--- config.mk ---
export PLATFORM = sky130hd
export DESIGN_NAME = uart_iid
export DESIGN_NICKNAME = d
export VERILOG_FILES = /design/src/rtl/uart_iid_pkg.sv /design/src/rtl/uart_iid_txpend.sv /design/src/rtl/uart_iid_prio.sv /design/src/rtl/uart_iid.sv
export SDC_FILE = /design/constraint.sdc
export NUM_CORES = 1
export LEC_CHECK = 0
export BUFFER_PORTS_ARGS = -buffer_cell sky130_fd_sc_hd__buf_2
export CORE_AREA = 2 2 39 41
export CTS_CLUSTER_DIAMETER = 30
export DETAILED_ROUTE_END_ITERATION = 10
export DIE_AREA = 0 0 41 43
export PLACE_DENSITY_LB_ADDON = 0.15
export SLEW_MARGIN = 20
export SYNTH_ARGS = -nofsm -noshare
export SYNTH_HDL_FRONTEND = slang
export SYNTH_SLANG_ARGS = --single-unit
--- constraint.sdc ---
create_clock -name clk -period 1.4 [get_ports clk]
set_input_delay 0 -clock clk [delete_from_list [all_inputs] [get_ports clk]]
set_output_delay 0 -clock clk [all_outputs]
set_load 0.1 [all_outputs]
--- src/rtl/uart_iid_pkg.sv ---
package uart_iid_pkg;
  localparam int CODE_W  = 4;
  localparam int NUM_SRC = 3;

  // source index order is the priority order: index 0 wins
  localparam int SRC_LINE = 0;
  localparam int SRC_RXD  = 1;
  localparam int SRC_TXE  = 2;

  localparam logic [CODE_W-1:0] ID_NONE = 4'b0001;
  localparam logic [CODE_W-1:0] ID_LINE = 4'b0110;
  localparam logic [CODE_W-1:0] ID_RXD  = 4'b0100;
  localparam logic [CODE_W-1:0] ID_TXE  = 4'b0010;

  function automatic logic [CODE_W-1:0] src_code(input int idx);
    case (idx)
      SRC_LINE: src_code = ID_LINE;
      SRC_RXD:  src_code = ID_RXD;
      SRC_TXE:  src_code = ID_TXE;
      default:  src_code = ID_NONE;
    endcase
  endfunction
endpackage

--- src/rtl/uart_iid_txpend.sv ---
module uart_iid_txpend
  import uart_iid_pkg::*;
(
  input  logic              clk,
  input  logic              rst,
  input  logic              ie_tx,
  input  logic              st_tx_empty,
  input  logic              iid_rd,
  input  logic              thr_wr,
  input  logic [CODE_W-1:0] cur_code,
  output logic              pend
);
  logic empty_q;
  logic ie_q;
  logic arm;
  logic clr;

  assign arm = (st_tx_empty & ~empty_q) | (ie_tx & ~ie_q & st_tx_empty);
  assign clr = thr_wr | (iid_rd & (cur_code == ID_TXE));

  always_ff @(posedge clk) begin
    if (rst) begin
      empty_q <= 1'b0;
      ie_q    <= 1'b0;
      pend    <= 1'b0;
    end else begin
      empty_q <= st_tx_empty;
      ie_q    <= ie_tx;
      pend    <= st_tx_empty & ~clr & (pend | arm);
    end
  end

  // a transmit write always leaves the flag clear
  a_r7_write_clears: assert property (@(posedge clk) disable iff (rst)
    thr_wr |=> !pend);
  // reading the transmitter-empty code clears the flag
  a_r6_read_clears: assert property (@(posedge clk) disable iff (rst)
    (iid_rd && cur_code == ID_TXE) |=> !pend);
  // no pending flag without an empty transmitter
  a_r10_needs_empty: assert property (@(posedge clk) disable iff (rst)
    !st_tx_empty |=> !pend);
endmodule

--- src/rtl/uart_iid_prio.sv ---
module uart_iid_prio #(
  parameter int N = 3
) (
  input  logic [N-1:0] req,
  output logic [N-1:0] grant
);
  always_comb begin
    grant = '0;
    for (int i = N - 1; i >= 0; i--) begin
      if (req[i]) begin
        grant    = '0;
        grant[i] = 1'b1;
      end
    end
  end
endmodule

--- src/rtl/uart_iid.sv ---
module uart_iid
  import uart_iid_pkg::*;
(
  input  logic              clk,
  input  logic              rst,
  input  logic              ie_line,
  input  logic              ie_rx,
  input  logic              ie_tx,
  input  logic              st_overrun,
  input  logic              st_rx_ready,
  input  logic              st_tx_empty,
  input  logic              iid_rd,
  input  logic              thr_wr,
  output logic [CODE_W-1:0] iid_code,
  output logic              irq
);
  logic               tx_pend;
  logic [NUM_SRC-1:0] req;
  logic [NUM_SRC-1:0] grant;
  logic [CODE_W-1:0]  code_next;

  uart_iid_txpend u_txpend (
    .clk        (clk),
    .rst        (rst),
    .ie_tx      (ie_tx),
    .st_tx_empty(st_tx_empty),
    .iid_rd     (iid_rd),
    .thr_wr     (thr_wr),
    .cur_code   (iid_code),
    .pend       (tx_pend)
  );

  always_comb begin
    req           = '0;
    req[SRC_LINE] = ie_line & st_overrun;
    req[SRC_RXD]  = ie_rx & st_rx_ready;
    req[SRC_TXE]  = ie_tx & tx_pend;
  end

  uart_iid_prio #(.N(NUM_SRC)) u_prio (
    .req  (req),
    .grant(grant)
  );

  always_comb begin
    code_next = ID_NONE;
    for (int i = 0; i < NUM_SRC; i++) begin
      if (grant[i]) code_next = src_code(i);
    end
  end

  always_ff @(posedge clk) begin
    if (rst) begin
      iid_code <= ID_NONE;
      irq      <= 1'b0;
    end else begin
      iid_code <= code_next;
      irq      <= (code_next != ID_NONE);
    end
  end

  // request line tracks the code
  a_r5_irq_matches_code: assert property (@(posedge clk) disable iff (rst)
    irq == (iid_code != ID_NONE));
  // overrun wins over everything
  a_r2_overrun_wins: assert property (@(posedge clk) disable iff (rst)
    (ie_line && st_overrun) |=> iid_code == ID_LINE);
  // receive data beats transmitter-empty
  a_r3_rx_second: assert property (@(posedge clk) disable iff (rst)
    (!(ie_line && st_overrun) && ie_rx && st_rx_ready) |=> iid_code == ID_RXD);
  // nothing enabled means no interrupt
  a_r5_idle_none: assert property (@(posedge clk) disable iff (rst)
    (!ie_line && !ie_rx && !ie_tx) |=> (iid_code == ID_NONE && !irq));
endmodule

Word-level counts from Yosys, hierarchy flattened --
Cells that the tools add are included.
Storage, ports and cells: register bits after elaboration 8, bits of input ports 10, output and inout bits 5, word-level logic and storage cells 28
Operators by class: eq/ne operators 2, multiplexer cells 6, bitwise gates (word level) 15
Operators by type and width (count):
- $mux W3 | 4
- $and A1 B1 Y1 | 9
- $mux W4 | 2
- $eq A4 B2 Y1 const B | 1
- $ne A4 B1 Y1 const B | 1
- $not A1 Y1 | 3
- $or A1 B1 Y1 | 3

Logic depth before layout (Yosys ltp) --
Gate-level depths: netlist (run 1).
depth in word-level cells 8, depth in mapped cells 3, gate-level depth less buffers 3

By module --
Synthesis (run 1) repeated with hierarchy kept, for this count alone.
Second synthesis, totals: cell total of the unflattened synthesis 30, area, all modules 291.5 µm²
Modules (own cells, without submodules):
- uart_iid | times used 1, cells an instance 17, area an instance 153.9 µm², seq. area each 80.1 µm²
- uart_iid_txpend | times used 1, cells an instance 10, area an instance 111.4 µm², seq. area each 60.1 µm²
- uart_iid_prio | times used 1, cells an instance 3, area an instance 26.3 µm², seq. area each 0.0 µm²

Worst setup path after synthesis (run 1) --
No wires, ideal clock.
path type register -> register, from reg iid_code[1], to reg u_txpend.pend, library setup time 0.128 ns, arrival 1.330 ns, required time 1.272 ns, setup slack -0.058 ns, stages on the path, launching flop included 3, buffers on the path 0, period minus slack after synthesis 1.458 ns, cells stage by stage dfxtp_1 nor4bb_1 nor4b_2
On the way: longest elaborated chain between the ends 6
Ends and longest elaborated chain:
- from (decl) | RTL line uart_iid.sv:14 | output logic [CODE_W-1:0] iid_code,
- from (signal assigned) | RTL line uart_iid.sv:57 | iid_code <= code_next;
- $eq A4 B2 Y1 | RTL line uart_iid_txpend.sv:19 | assign clr = thr_wr | (iid_rd & (cur_code == ID_TXE));
- $and A1 B1 Y1 | RTL line uart_iid_txpend.sv:19
- $or A1 B1 Y1 | RTL line uart_iid_txpend.sv:19
- $not A1 Y1 | RTL line uart_iid_txpend.sv:29 | pend <= st_tx_empty & ~clr & (pend | arm);
- $and A1 B1 Y1 (2 in series) | RTL line uart_iid_txpend.sv:29
- to (signal assigned) | RTL line uart_iid_txpend.sv:29
- to (decl) | RTL line uart_iid_txpend.sv:11 | output logic pend
Every way passes these cells. A chain may end at the register's enable or synchronous reset.

Worst setup path in the final report (run 1) --
from reg iid_code[0], to out iid_code[0]
No word-level cell between the ends.

==> results.txt, run 1 <==
Status -> finished, final reports clean
Worst hold slack -> 21.4 ps
Chip height -> 43 µm
Pin count of the biggest net entering global routing -> 6
Router iterations before antenna repair -> 2
Std-Cell Rows -> 14
Type of the worst setup path -> reg2out
Vias -> 213
Seq. cell area -> 141 µm²
Count of pins over their slew limit -> 0
Initial antenna violation count -> 0
Syn Nets -> 32
Postcts setup bufs -> 0
Top post-synthesis cells by area -> dfxtp_1, a21oi_1, nor4b_2
DR WL/cell -> 8.39 µm
Total GRT Usage -> 7.58%
Synth unique cells -> 13
Switching pwr -> 161 µW
PortBufs -> 13
Post-CTS resize count -> 0
Crit path arrival time -> 1000 ps
Average via count per standard cell -> 3.74
RSZ-0062 raised after global routing -> false
Share of post-route cells with drive strength above 1 -> 48.8%
Crit path required time -> 1400 ps
Hold buffer count at CTS -> 3
P&R area growth vs syn -> 56.5%
CTS sink cnt -> 7
Most frequent cells in the layout -> buf_2, dfxtp_1, a21oi_1, clkbuf_4, dlygate4sd3_1
Sw frac -> 31.8%
Number of synthesis warnings -> 0
Final WL -> 478 µm
Flop pwr share -> 42.8%
Setup crit end kind -> output port
CTS tree -> built
Critical Path Slowest Stage Cell -> buf_2
Cell taking the most area after synthesis -> dfxtp_1
Crit path max-delay family -> buffers and inverters
Syn Area/Cell -> 11.0 µm²
CTS Buffer Depth -> 2
Vias in the first global route -> 220
Final setup vio count -> 0
Worst min-delay path class -> in2reg
Most common cell after layout, fill and taps aside -> buf_2
Clk_skew -> 8.57 ps
Peak Freq -> 1.00 GHz
Die W -> 41 µm
DP Worst Slack -> 513 ps
Min cycle time layout -> 999 ps
Setup tns final -> 0 ps
Placed instance count -> 50
Cell Int Power -> 344 µW
Worst Path Buf+Inv -> 1
Remaining DRCs -> 0
Critical Path Max Stage Delay -> 420 ps
VDD IR-drop max -> 406 µV
Synthesized area -> 241 µm²
Final Hold Fails -> 0
Detailed placer's ending HPWL -> 402 µm
Cell Count, Final, Fillers Out -> 57
Initial Utilization -> 17.5%
DRT antenna net count -> 0
Clock share of power -> 35.4%
Fillers -> 155
Logic pwr share -> 21.8%
Final antenna diode count -> 0
PnR worst setup slack -> 401 ps
Htree depth -> 1
First-pass GRT wire length -> 821 µm
Power per cell area -> 1340 mW/mm²
TritonCTS buffer count -> 3
Startpoint Class -> flop
IO Pins -> 15
Nets -> 52
Clock latency at the later pin of the worst-skew pair -> 250 ps
Part of the Yosys area used for sequential elements -> 58.0%
Max Cap Viol -> 0
Post-synthesis sequential element count -> 7
Clock slew at reported path FFs -> 60 ps
Largest fanout on the critical path -> 2
Multi-input gate area -> 93.8 µm²
Core area -> 0.00138 mm²
Post-Synthesis Cells -> 22
Die area -> 0.00176 mm²
Lkg Pwr -> 0.000182 µW
DR iter-0 viols -> 1
Grt ovf -> 0
Period utilization -> 71.4%
Share of the synthesized area in the top cell type -> 58.0%
CTS Root Buffer Type -> clkbuf_4
Routability cong. -> 0.622
Crit path cell chain -> buf_2
-- cells by family after synthesis --
kind of cell           count (synthesis)  synth area share [%]
AOI/OAI and AO/OA                      4                  9.33
other                                  1                  1.55
DFF                                    7                  58.0
buffers and inverters                  1                  3.11
and+or+nand+nor                        9                  28.0
-- metal layers --
layer  vias to the layer above  global-route usage, %  share of wire (%)
met2                        10                   9.06                 44
met4                         0                   4.00                  0
met1                        93                   9.18                 46
met3                         0                   6.28                9.8
li1                        110                      -                  -
met5                         -                      0                  0
-- power by group through the flow --
| stage | Combinational, µW | Sequential [µW] | Clock, µW |
|---|---|---|---|
| 2_1_floorplan | 28.9 | 274 | 0 |
| 3_3_place_gp | 105 | 220 | 0 |
| 3_5_place_dp | 105 | 221 | 0 |
| 4_1_cts | 111 | 217 | 186 |
| 5_1_grt | 117 | 218 | 193 |
| 6_report | 110 | 216 | 179 |
-- layout make-up --
class / instances / share of cell area [%]
Tap cell: 16 / 5.30
Multi-Input combinational cell: 14 / 24.8
Sequential cell: 7 / 37.4
Clock inverter: 1 / 1.32
Clock buffer: 3 / 5.96
Timing Repair Buffer: 16 / 25.2
-- state kept, by name (all words and copies together) (netlist names) --
| name | cells |
|---|---|
| iid_code | 3 |
| u_txpend.empty_q | 1 |
| u_txpend.ie_q | 1 |
| irq | 1 |
| u_txpend.pend | 1 |
-- through the flow --
stage	power [µW]	utilization (%)	cell area [µm²]
3_3_place_gp	325	23.1	320
4_1_cts	513	27.3	378
3_5_place_dp	325	23.1	320
6_report	505	27.3	378
5_1_grt	528	27.3	378
2_1_floorplan	303	-	243
-- worst paths after layout --
kind / end / slack, ps / depth (start not counted) / from
worst min register to register: iid_code[0] / 510 / 1 / u_txpend.pend
worst min-delay path: iid_code[1] / 20 / 3 / st_overrun
worst max register to register: u_txpend.pend / 520 / 3 / u_txpend.ie_q
worst max-delay path: iid_code[0] / 400 / 1 / iid_code[0]
-- cell usage after synthesis --
master,n
a21o_1,1
a21oi_1,3
and2b_1,1
and2b_2,1
buf_4,1
conb_1,1
dfxtp_1,7
nand2_1,2
nand3_1,1
nor2b_1,1
nor3b_1,1
nor4b_2,1
nor4bb_1,1
No activity file was read; power rests on OpenSTA's default activity.
==> inputs of run 2 (changes only) <==
==> constraint.sdc (replaced) <==
create_clock -name clk -period 1 [get_ports clk]
set_input_delay 0 -clock clk [delete_from_list [all_inputs] [get_ports clk]]
set_output_delay 0 -clock clk [all_outputs]
set_load 0.1 [all_outputs]
==> run 2 against run 1 <==
  * Highest routed layer unchanged
  * Non-clock buffer count is the same
  * Cell count is the same
  * Largest power group unchanged
  * Clock-buffer cell count grew 1
  * Setup slack lost 280 ps
  * Flip-flop and latch count is the same
  * Worst hold slack lost 5.7 ps
  * Critical path type is now in2reg
  * Clock power grew 41%
==> results.txt, run 2 (synthesis gave the netlist of run 1 again) <==
Core area -> 0.00138 mm² (unchanged)
Reg with most FFs -> iid_code (unchanged)
Met2 wire length -> 238 µm (was 212 µm)
CTS Root Buffer Type -> clkbuf_4 (unchanged)
Type of the worst setup path -> in2reg (was reg2out)
First-pass GRT wire length -> 897 µm (was 821 µm)
Remaining DRCs -> 0 (unchanged)
Initial antenna violation count -> 0 (unchanged)
IO Pins -> 15 (unchanged)
Htree depth -> 1 (unchanged)
Final setup vio count -> 0 (unchanged)
Clock slew at reported path FFs -> 50 ps (was 60 ps)
Die W -> 41 µm (unchanged)
Peak Freq -> 1.13 GHz
Chip height -> 43 µm (unchanged)
Lkg Pwr -> 0.000198 µW (was 0.000182 µW)
Detailed placer's ending HPWL -> 395 µm (was 402 µm)
Power per cell area -> 1650 mW/mm² (was 1340 mW/mm²)
VDD IR-drop max -> 598 µV (was 406 µV)
Initial Utilization -> 17.5% (unchanged)
Min cycle time layout -> 881 ps
Period utilization -> 88.1%
Status -> finished, final reports clean (unchanged)
DRT met1 WL -> 204 µm (was 218 µm)
Nets -> 52 (unchanged)
Setup crit end kind -> flop (was output port)
Crit path required time -> 1130 ps (was 1400 ps)
CTS tree -> built (unchanged)
DR iter-0 viols -> 1 (unchanged)
Util after Layout -> 32.7% (was 27.3%)
Total GRT Usage -> 7.83% (was 7.58%)
Average via count per standard cell -> 3.68 (was 3.74)
Routability cong. -> 0.598 (was 0.622)
Fillers -> 147 (was 155)
Std-Cell Rows -> 14 (unchanged)
Worst min-delay path class -> in2reg (unchanged)
TritonCTS buffer count -> 3 (unchanged)
RSZ-0062 raised after global routing -> false (unchanged)
Die area -> 0.00176 mm² (unchanged)
Final WL -> 491 µm (was 478 µm)
Count of pins over their slew limit -> 0 (unchanged)
Crit path arrival time -> 1010 ps (was 1000 ps)
Most common cell after layout, fill and taps aside -> buf_2 (unchanged)
Share of post-route cells with drive strength above 1 -> 53.7% (was 48.8%)
CTS sink cnt -> 7 (unchanged)
Max reg flops -> 3 (unchanged)
Wire length on met3 -> 48 µm (was 47 µm)
Pin count of the biggest net entering global routing -> 5 (was 6)
Vias -> 210 (was 213)
Startpoint Class -> input port (was flop)
DR WL/cell -> 8.61 µm (was 8.39 µm)
Largest fanout on the critical path -> 4 (was 2)
P&R area growth vs syn -> 87.6% (was 56.5%)
Router iterations before antenna repair -> 2 (unchanged)
Max Cap Viol -> 0 (unchanged)
Final Hold Fails -> 0 (unchanged)
Most frequent cells in the layout -> buf_2, dfxtp_1, buf_12 (was buf_2, dfxtp_1, a21oi_1, clkbuf_4, dlygate4sd3_1)
Highest metal used -> met3 (unchanged)
CTS Buffer Depth -> 2 (unchanged)
Vias in the first global route -> 221 (was 220)
Grt ovf -> 0 (unchanged)
PortBufs -> 13 (unchanged)
DRT antenna net count -> 0 (unchanged)
Final antenna diode count -> 0 (unchanged)
Clock latency at the later pin of the worst-skew pair -> 250 ps (about the same)
Clk_skew -> 3.49 ps (was 8.57 ps)
Setup tns final -> 0 ps (unchanged)
-- run 2: cell types whose count changed in the layout (fill, tap and decap cells not counted) --
cell / before / now
nor4bb_2: 0 / 1
clkbuf_1: 0 / 1
dfxtp_2: 1 / 0
buf_2: 13 / 9
clkinv_2: 1 / 0
dfxtp_4: 0 / 3
nor4bb_1: 1 / 0
buf_12: 0 / 4
dfxtp_1: 6 / 4
-- run 2: what timing repair did --
item	4_1_cts	5_1_grt
resized for setup	0	0
setup buffers	0	0
hold buffers	3	0
endpoints found under the hold margin	5	0
-- run 2: worst max-delay path, cell delays in order --
cell	delay, ps
dlygate4sd3_1	520
buf_2	130
and2b_2	220
nor4b_2	150
-- run 2: per-layer routing --
metal / up-vias / track usage, %
met3: 0 / 5.76
met2: 10 / 10.3
met4: 0 / 4.00
met5: - / 0
li1: 111 / -
met1: 89 / 9.00
-- run 2: area by class of cell --
cell class / count / area, µm² / share of cell area [%]
flip-flops and latches: 7 / 151 / 33.4
clock buffers: 4 / 26.3 / 5.80
repair buffers: 16 / 155 / 34.3
multi-input cells: 14 / 100 / 22.1
well taps: 16 / 20.0 / 4.42
-- run 2: report_power, final --
group	switching (µW)	internal, µW	total (µW)
combinational	114	73.6	188
sequential	13.6	294	307
clock	100	152	253
-- run 2: final timing paths --
kind,cells after the start,start,end,slack [ps]
worst max-delay path,4,rst,u_txpend.pend,120
worst min-delay path,3,st_overrun,iid_code[1],20
worst min register to register,1,u_txpend.pend,iid_code[0],500
worst max register to register,3,u_txpend.ie_q,u_txpend.pend,120
-- run 2: through the flow --
step	instances	hold slack [ps]	worst slack [ps]	power, µW	instance area, µm²
detailed placement	50	180	117	493	397
CTS	57	9.89	107	767	453
global route	57	37.3	58.1	796	453
floorplan	22	59.4	14.1	424	259
finish	57	15.7	119	747	453
global placement	50	178	120	493	397
==> inputs of run 3 (changes only) <==
--- a/config.mk
+++ b/config.mk
@@ -6,10 +6,11 @@
 export NUM_CORES = 1
 export LEC_CHECK = 0
 export BUFFER_PORTS_ARGS = -buffer_cell sky130_fd_sc_hd__buf_2
-export CORE_AREA = 2 2 39 41
+export CORE_AREA = 4 4 41 43
 export CTS_CLUSTER_DIAMETER = 30
+export CTS_CLUSTER_SIZE = 8
 export DETAILED_ROUTE_END_ITERATION = 10
-export DIE_AREA = 0 0 41 43
+export DIE_AREA = 0 0 45 47
 export PLACE_DENSITY_LB_ADDON = 0.15
 export SLEW_MARGIN = 20
 export SYNTH_ARGS = -nofsm -noshare
==> run 3 against run 2 <==
  * Clock-buffer cell count is the same
  * Cell count is the same
  * Largest cell class unchanged
  * Worst hold slack lost 2.7 ps
  * Flip-flop and latch count is the same
  * Clock power shrank 2%
  * Wire length grew 3.5%
  * Core utilization grew 2.8 points
==> results.txt, run 3 (synthesis gave the netlist of run 1 again) <==
R2R depth -> 3 (unchanged)
Setup crit end kind -> flop (unchanged)
Worst hold slack -> 13.0 ps (was 15.7 ps)
CTS tree -> built (unchanged)
Max Cap Viol -> 0 (unchanged)
Vias in the first global route -> 200 (was 221)
Most frequent cells in the layout -> buf_2, dlygate4sd3_1, dfxtp_1, buf_12 (was buf_2, dfxtp_1, buf_12)
Final Hold Fails -> 0 (unchanged)
DR WL/cell -> 8.91 µm (was 8.61 µm)
P&R area growth vs syn -> 91.2% (was 87.6%)
Chip height -> 47 µm (was 43 µm)
Pin count of the biggest net entering global routing -> 5 (unchanged)
Initial antenna violation count -> 0 (unchanged)
Power per cell area -> 1620 mW/mm² (was 1650 mW/mm²)
VDD IR-drop max -> 597 µV (was 598 µV)
Setup tns final -> 0 ps (unchanged)
Worst min-delay path class -> in2reg (unchanged)
RSZ-0062 raised after global routing -> false (unchanged)
Count of pins over their slew limit -> 0 (unchanged)
CTS Buffer Depth -> 2 (unchanged)
Grt ovf -> 0 (unchanged)
Share of post-route cells with drive strength above 1 -> 52.4% (was 53.7%)
Lkg Pwr -> 0.000202 µW (was 0.000198 µW)
Total GRT Usage -> 6.25% (was 7.83%)
Clk_skew -> 0.0897 ps (was 3.49 ps)
Min cycle time layout -> 877 ps (was 881 ps)
Hold path cells -> 3 (unchanged)
Type of the worst setup path -> in2reg (unchanged)
Final setup vio count -> 0 (unchanged)
Postcts setup bufs -> 0 (unchanged)
Final antenna diode count -> 0 (unchanged)
DR iter-0 viols -> 1 (unchanged)
Die area -> 0.00212 mm² (was 0.00176 mm²)
Initial Utilization -> 18.6% (was 17.5%)
DP Worst Slack -> 129 ps (was 117 ps)
Crit path required time -> 1130 ps (about the same)
Die W -> 45 µm (was 41 µm)
Peak Freq -> 1.14 GHz (was 1.13 GHz)
Period utilization -> 87.7% (was 88.1%)
CTS Root Buffer Type -> clkbuf_4 (unchanged)
Average via count per standard cell -> 3.77 (was 3.68)
Vias -> 215 (was 210)
Reg with most FFs -> iid_code (unchanged)
Crit path arrival time -> 1010 ps (about the same)
Std-Cell Rows -> 13 (was 14)
Hold path startpoint -> ie_line (was st_overrun)
PnR worst setup slack -> 123 ps (was 119 ps)
Htree depth -> 1 (unchanged)
Startpoint Class -> input port (unchanged)
Max reg flops -> 3 (unchanged)
DRT antenna net count -> 0 (unchanged)
TritonCTS buffer count -> 3 (unchanged)
Clock slew at reported path FFs -> 50 ps (about the same)
Status -> finished, final reports clean (unchanged)
Final WL -> 508 µm (was 491 µm)
Core area -> 0.00130 mm² (was 0.00138 mm²)
Hold path endpoint -> iid_code[1] (unchanged)
Detailed placer's ending HPWL -> 446 µm (was 395 µm)
Clock latency at the later pin of the worst-skew pair -> 240 ps (was 250 ps)
Router iterations before antenna repair -> 2 (unchanged)
Reg2reg start -> u_txpend.ie_q (unchanged)
IO Pins -> 15 (unchanged)
Largest fanout on the critical path -> 4 (unchanged)
Routability cong. -> 0.661 (was 0.598)
PortBufs -> 13 (unchanged)
CTS sink cnt -> 7 (unchanged)
R2R Setup Slk -> 140 ps (was 120 ps)
Nets -> 53 (was 52)
Remaining DRCs -> 0 (unchanged)
Util after Layout -> 35.5% (was 32.7%)
Most common cell after layout, fill and taps aside -> buf_2 (unchanged)
Fillers -> 142 (was 147)
RR Endpoint -> u_txpend.pend (unchanged)
First-pass GRT wire length -> 779 µm (was 897 µm)
==> run 3: repair_timing <==
action	in CTS	in global routing
hold buffers	4	0
setup endpoints to repair	0	0
gates resized for setup	0	0
endpoints found under the hold margin	5	0
==> run 3: worst max-delay path by stage <==
stage / start / to / slack [ps] / cells after the start
finish: rst / u_txpend.pend / 120 / 4
CTS: iid_code[0] / u_txpend.pend / 120 / 2
floorplan: iid_code[1] / u_txpend.pend / 10 / 2
detailed placement: iid_code[0] / u_txpend.pend / 130 / 2
global route: u_txpend.ie_q / u_txpend.pend / 70 / 3
global placement: u_txpend.ie_q / u_txpend.pend / 120 / 3
==> run 3: where the power goes <==
part	switching [µW]	internal [µW]	leakage, µW
Clock	96.3	152	0.0000150
Combinational	115	76.1	0.000128
Sequential	13.5	294	0.0000595
Total	224	522	0.000202
==> run 3: cell type report <==
class	instances	area, µm²	share of cell area [%]
clock buffer	4	26.3	5.69
sequential	7	151	32.8
tap	15	18.8	4.07
multi-input combinational	14	100	21.7
timing repair buffer	17	165	35.8
==> run 3: through the flow <==
step / instance area, µm² / std cells / total power, µW
global placement: 395 / 49 / 493
finish: 462 / 57 / 746
CTS: 462 / 57 / 765
global route: 462 / 57 / 801
floorplan: 259 / 22 / 424
detailed placement: 395 / 49 / 494
==> run 3: metal layers <==
| layer | up-vias | GRT usage [%] | share of wire [%] |
|---|---|---|---|
| li1 | 114 | - | - |
| met1 | 90 | 5.03 | 38 |
| met2 | 11 | 8.47 | 51 |
| met3 | 0 | 6.90 | 10 |
| met4 | 0 | 5.26 | 0 |
| met5 | - | 0 | 0 |
==> run 3: critical path: stages <==
cell	delay [ps]
dlygate4sd3_1	510
buf_2	120
and2b_2	220
nor4b_2	150
